==> src/rtl/arb_pkg.sv <==
package arb_pkg;

  // Arbiter sequencing states
  typedef enum logic [1:0] {
    ST_IDLE  = 2'd0,  // nobody granted, arbitration open
    ST_OWNED = 2'd1,  // grant driven, waiting for start strobe
    ST_BUSY  = 2'd2,  // transfer started, waiting for bus idle
    ST_GAP   = 2'd3   // one blank cycle after a removal
  } arb_state_e;

endpackage

==> src/rtl/arb_prio_pick.sv <==
// Fixed-priority selector: bit 0 wins. Also reports whether any requester
// ranked above the current owner is pending.
module arb_prio_pick #(
  parameter int N = 3
) (
  input  logic [N-1:0] req,        // active-high requests
  input  logic [N-1:0] owner_oh,   // current owner, one-hot or zero
  output logic [N-1:0] win_oh,     // highest-priority requester
  output logic         req_any,
  output logic         higher_pending,
  output logic         owner_req
);

  logic [N-1:0] above;  // above[i]: some j < i is requesting

  for (genvar i = 0; i < N; i++) begin : g_rank
    if (i == 0) begin : g_top
      assign above[i]  = 1'b0;
      assign win_oh[i] = req[i];
    end else begin : g_rest
      assign above[i]  = |req[i-1:0];
      assign win_oh[i] = req[i] & ~(|req[i-1:0]);
    end
  end

  assign req_any        = |req;
  assign higher_pending = |(above & owner_oh);
  assign owner_req      = |(req & owner_oh);

endmodule

==> src/rtl/arb_slot_timer.sv <==
// Counts cycles a grant has been held without a start strobe.
module arb_slot_timer #(
  parameter int LIMIT = 16
) (
  input  logic clk,
  input  logic rst_n,
  input  logic clear,
  input  logic run,
  output logic expired
);

  localparam int CW = (LIMIT > 1) ? $clog2(LIMIT) : 1;
  localparam logic [CW-1:0] LAST = CW'(LIMIT - 1);

  logic [CW-1:0] cnt_q;

  always_ff @(posedge clk) begin
    if (!rst_n) begin
      cnt_q <= '0;
    end else if (clear) begin
      cnt_q <= '0;
    end else if (run && cnt_q != LAST) begin
      cnt_q <= cnt_q + 1'b1;
    end
  end

  assign expired = run && (cnt_q == LAST);

endmodule

==> src/rtl/arb_ctrl.sv <==
// Grant sequencer: idle -> owned -> (busy) -> gap -> arbitrate again.
module arb_ctrl
  import arb_pkg::*;
#(
  parameter int N = 3
) (
  input  logic         clk,
  input  logic         rst_n,
  input  logic         req_any,
  input  logic [N-1:0] win_oh,
  input  logic         higher_pending,
  input  logic         owner_req,
  input  logic         start,
  input  logic         bus_idle,
  input  logic         expired,
  output arb_state_e   state,
  output logic [N-1:0] owner_oh,
  output logic         revoked,
  output logic         timer_clear,
  output logic         timer_run
);

  arb_state_e   state_q, state_d;
  logic [N-1:0] owner_q, owner_d;
  logic         rev_q, rev_d;

  always_comb begin
    state_d     = state_q;
    owner_d     = owner_q;
    rev_d       = rev_q;
    timer_clear = 1'b0;
    unique case (state_q)
      ST_IDLE, ST_GAP: begin
        if (req_any) begin
          state_d     = ST_OWNED;
          owner_d     = win_oh;
          timer_clear = 1'b1;
        end else begin
          state_d = ST_IDLE;
        end
      end
      ST_OWNED: begin
        if (start) begin
          state_d = ST_BUSY;
          rev_d   = 1'b0;
        end else if (higher_pending || !owner_req || expired) begin
          state_d = ST_GAP;
        end
      end
      ST_BUSY: begin
        if (higher_pending) begin
          rev_d = 1'b1;
        end
        if (bus_idle) begin
          state_d = ST_GAP;
        end
      end
      default: state_d = ST_IDLE;
    endcase
  end

  always_ff @(posedge clk) begin
    if (!rst_n) begin
      state_q <= ST_IDLE;
      owner_q <= '0;
      rev_q   <= 1'b0;
    end else begin
      state_q <= state_d;
      owner_q <= owner_d;
      rev_q   <= rev_d;
    end
  end

  assign state     = state_q;
  assign owner_oh  = owner_q;
  assign revoked   = rev_q;
  assign timer_run = (state_q == ST_OWNED);

endmodule

==> src/rtl/bus_grant_arbiter.sv <==
module bus_grant_arbiter
  import arb_pkg::*;
#(
  parameter int N       = 3,
  parameter int TIMEOUT = 16
) (
  input  logic         clk,
  input  logic         rst_n,
  input  logic [N-1:0] req_n,
  input  logic         start_n,
  input  logic         bus_idle,
  output logic [N-1:0] gnt_n
);

  logic [N-1:0] req;
  logic [N-1:0] win_oh;
  logic [N-1:0] owner_oh;
  logic         req_any, higher_pending, owner_req;
  logic         expired, timer_clear, timer_run, revoked;
  logic         drive;
  arb_state_e   state;

  assign req = ~req_n;

  arb_prio_pick #(.N(N)) u_pick (
    .req            (req),
    .owner_oh       (owner_oh),
    .win_oh         (win_oh),
    .req_any        (req_any),
    .higher_pending (higher_pending),
    .owner_req      (owner_req)
  );

  arb_slot_timer #(.LIMIT(TIMEOUT)) u_timer (
    .clk     (clk),
    .rst_n   (rst_n),
    .clear   (timer_clear),
    .run     (timer_run),
    .expired (expired)
  );

  arb_ctrl #(.N(N)) u_ctrl (
    .clk            (clk),
    .rst_n          (rst_n),
    .req_any        (req_any),
    .win_oh         (win_oh),
    .higher_pending (higher_pending),
    .owner_req      (owner_req),
    .start          (~start_n),
    .bus_idle       (bus_idle),
    .expired        (expired),
    .state          (state),
    .owner_oh       (owner_oh),
    .revoked        (revoked),
    .timer_clear    (timer_clear),
    .timer_run      (timer_run)
  );

  assign drive = (state == ST_OWNED) || (state == ST_BUSY && !revoked);
  assign gnt_n = ~(owner_oh & {N{drive}});

endmodule

==> config.mk <==
export PLATFORM = sky130hd
export DESIGN_NAME = bus_grant_arbiter
export DESIGN_NICKNAME = d
export VERILOG_FILES = /design/src/rtl/arb_pkg.sv /design/src/rtl/arb_prio_pick.sv /design/src/rtl/arb_slot_timer.sv /design/src/rtl/arb_ctrl.sv /design/src/rtl/bus_grant_arbiter.sv
export SDC_FILE = /design/constraint.sdc
export NUM_CORES = 1
export LEC_CHECK = 0
export BUFFER_PORTS_ARGS = -buffer_cell sky130_fd_sc_hd__buf_2
export CAP_MARGIN = 10
export CELL_PAD_IN_SITES_DETAIL_PLACEMENT = 0
export CELL_PAD_IN_SITES_GLOBAL_PLACEMENT = 2
export CORE_MARGIN = 3
export CORE_UTILIZATION = 36
export CTS_BUF_LIST = sky130_fd_sc_hd__clkbuf_8
export DETAILED_ROUTE_END_ITERATION = 7
export PLACE_DENSITY_LB_ADDON = 0.2
export SLEW_MARGIN = 15
export SYNTH_ARGS = -nofsm -noshare
export SYNTH_HDL_FRONTEND = slang
export SYNTH_HIERARCHICAL = 1
export SYNTH_SLANG_ARGS = --single-unit
==> constraint.sdc <==
create_clock -name clk -period 2.7 [get_ports clk]
set_input_delay 0.54 -clock clk [delete_from_list [all_inputs] [get_ports clk]]
set_output_delay 0.54 -clock clk [all_outputs]
set_load 0.02 [all_outputs]
==> flow_summary_export.csv <==
group,metric,value,unit
grt,antenna_found_initial,0,
timing,slew-limit-headroom,79.9,%
power_and_ir_drop,p_int,0.393,mW
setup_path,critPathCaptureType,"output port",
floorplan,core_area,0.00156,sq mm
yosys,async_reset_ff_share,0,%
yosys,dominantRegCellSynth,"dfxtp_1",
yosys,synth_area_per_cell,8.27,sq um
clocking,cts_made_buffers,3,
layout,ff_latch_area,200,sq um
layout,antenna_cells,0,
drt,route.met3.wl,47,um
power_and_ir_drop,p_clk_share,31.6,%
setup_path,required,2.16,ns
drt,avgRoutedWirePerCell,12.0,um
yosys,synth_area,621,sq um
power_and_ir_drop,p_leak,0.311,nW
setup_path,cp-start-kind,"flip-flop",
grt,overflow,0,
yosys,synth_top_area_cell,"dfxtp_1",
timing,fin_crit,1.68,ns
clocking,clk_latency,0.24,ns
yosys,synth_top_area_share,32.3,%
yosys,synth_common_cells,"inv_1, dfxtp_1, nand2_1, a21boi_0, a21oi_1",
power_and_ir_drop,power_frac_seq,33.9,%
drt,route.detailed.drc,0,
clocking,cts.sinks,10,
grt,grt_pass1_wl,1970,um
yosys,synth_fp_nets,85,
drt,top_layer_used,"met4",
placed_design,dp_hpwl,943,um
drt,drt_wl_total,1240,um
yosys,synth.distinct_cells,30,
drt,drt_iter0_drc,27,
clocking,clockRootBuffer,"clkbuf_8",
layout,nFillCells,154,
drt,ant_nets,0,
drt,first_pass_iters,4,
floorplan,die_area,0.00226,sq mm
timing,tns,0,ns
setup_path,crit_start,"u_ctrl/state[0]",
yosys,yosysSeqAreaShare,32.3,%
timing,setup_viol,0,
layout,syn2layout_area_growth,18.1,%
power_and_ir_drop,power_density,822,mW/mm^2
timing,min_period_over_period,62.1,%
setup_path,r2r_start,"u_ctrl/state[0]",
setup_path,crit_type,"reg -> out",
clocking,clock_path_buffers,2,
clocking,cts_tree,"done",
clocking,post_cts_resized,0,
floorplan,num_io_pins,10,
grt,grt_pass1_vias,444,
timing,max_freq,597,MHz
flow_run,maxCapViolCount,0,
layout,final_nets,98,
drt,wl_met1,656,um
timing,slew_violations,0,
yosys,ys_warn_count,6,
drt,wl_met2,515,um
drt,viasPerCell,5.30,
power_and_ir_drop,swShare,34.7,%
timing,tightest_slew,0.298,ns
floorplan,fp.dieH,47.5,um
outcome,run_status,"finished, final reports clean",
yosys,synth_edf_count,0,
timing,fin_ws,1.02,ns
yosys,syn_inst,75,
clocking,clk_pin_slew_worst_paths,0.05,ns
timing,hold_viol,0,
drt,dr_total_vias,546,
grt,grt_max_degree,10,
layout,drive_above_1_share,23.0,%
floorplan,rows,14,
timing,clock_skew,0.000970,ns
clocking,cts_htree_levels,1,
clocking,cts_hold_buf,0,
setup_path,cp_data_arrival_time,1.14,ns
setup_path,cp_max_fo,5,
power_and_ir_drop,combPwrFrac,34.5,%
floorplan,fp.dieW,47.5,um
layout,multi_input_area,372,sq um
yosys,synth.area.top_cells,"dfxtp_1, inv_1, ha_1, a21boi_0, nand2_1",
hold_path,hold_path_class,"reg -> reg",
yosys,ys_seq_elements,10,
placed_design,globalplace.congestion,0.681,
clocking,post_cts_buffers,0,
hold_path,holdCritStartpoint,"u_timer/cnt_q[1]",
placed_design,pre_cts_slack,0.927,ns
power_and_ir_drop,power.switching,0.209,mW
floorplan,start_util,39.8,%
yosys,synth.most_common_cell,"inv_1",
power_and_ir_drop,vdd.ir_drop.worst,0.366,mV
placed_design,port_buffers,9,
timing,rsz0062_at_grt,"no",
grt,grtUsageTotal,12.9,%
## per-layer routing
metal | GRT usage (%) | vias to the layer above
li1 | - | 289
met1 | 18.2 | 242
met2 | 17.1 | 13
met3 | 3.38 | 2
met4 | 8.29 | 0
met5 | 0 | -
## logic make-up (layout without fill, tap and decap cells)
family / count (synthesis) / count (layout) / share of synthesized area (%)
buffers and inverters: 12 / 24 / 7.86
adder cells (fa/ha/maj): 3 / 3 / 6.05
flip-flops: 10 / 10 / 32.3
AND/OR/NAND/NOR: 30 / 30 / 30.8
multiplexers: 2 / 2 / 3.23
AO/OA/AOI/OAI: 18 / 18 / 19.8
## path summary, 6_finish.rpt
kind                                          to  slack [ns]  cells past startpoint
worst max-delay path                    gnt_n[2]        1.02                      3
worst min-delay path            u_timer/cnt_q[1]        0.50                      2
worst max register to register   u_ctrl/state[0]        1.14                      5
worst min register to register  u_timer/cnt_q[1]        0.50                      2
## worst max-delay path: stages, from the launching register on
cell	delay, ns
dfxtp_1	0.40
nor2b_1	0.24
o21ai_1	0.10
buf_2	0.16
## cell type report
type                    instances  area share (%)
repair buffers                  9            6.14
well taps                      16            2.73
flip-flops and latches         10            27.3
multi-input cells              53            50.7
clock buffers                   4            7.51
inverters                      11            5.63
## sequential cells by signal (all words and copies together), names as in the netlist
name / cells
u_ctrl/owner_oh: 3
u_ctrl/state: 2
u_timer/cnt_q: 4
u_ctrl/revoked: 1
## per-stage QoR
stage                     std cells  util [%]  hold slack, ns  cell area, sq um  total power, mW
after detailed placement         99      43.5           0.496               678            0.416
after CTS                       103      47.0           0.503               733            0.611
after floorplan                  75         -           0.455               621            0.365
final                           103      47.0           0.501               733            0.602
after global routing            103      47.0           0.522               733            0.648
after global placement           99      43.5           0.500               678            0.417
## cells in the final DEF (no fill, tap or decap)
| cell | instances |
|---|---|
| and4_2 | 1 |
| and3_4 | 1 |
| a222oi_1 | 1 |
| o21ai_0 | 2 |
| nor3b_1 | 1 |
| nand4_1 | 1 |
| nor2_1 | 3 |
| o21ai_1 | 3 |
| nand2_1 | 6 |
| nand2b_1 | 3 |
| or3_1 | 2 |
| and2b_2 | 1 |
| a32o_1 | 1 |
| a21oi_1 | 4 |
| o221a_2 | 1 |
| nand3b_1 | 1 |
| and4b_2 | 1 |
| nor3b_2 | 1 |
| nand3_1 | 3 |
| a211oi_1 | 1 |
| nor2b_4 | 1 |
| clkbuf_8 | 4 |
| nor2b_1 | 2 |
| a21boi_0 | 4 |
| mux2i_1 | 2 |
| inv_1 | 11 |
| ha_1 | 3 |
| dfxtp_1 | 10 |
| nor3_1 | 2 |
| buf_2 | 9 |
| o311ai_0 | 1 |
## power groups by stage
stage / registers, mW / logic [mW] / clock network, mW
2_1_floorplan: 0.199 / 0.166 / 0
3_3_place_gp: 0.208 / 0.209 / 0
3_5_place_dp: 0.207 / 0.209 / 0
4_1_cts: 0.204 / 0.210 / 0.197
5_1_grt: 0.208 / 0.235 / 0.206
6_report: 0.204 / 0.208 / 0.191
No activity file was read; power rests on OpenSTA's default activity.
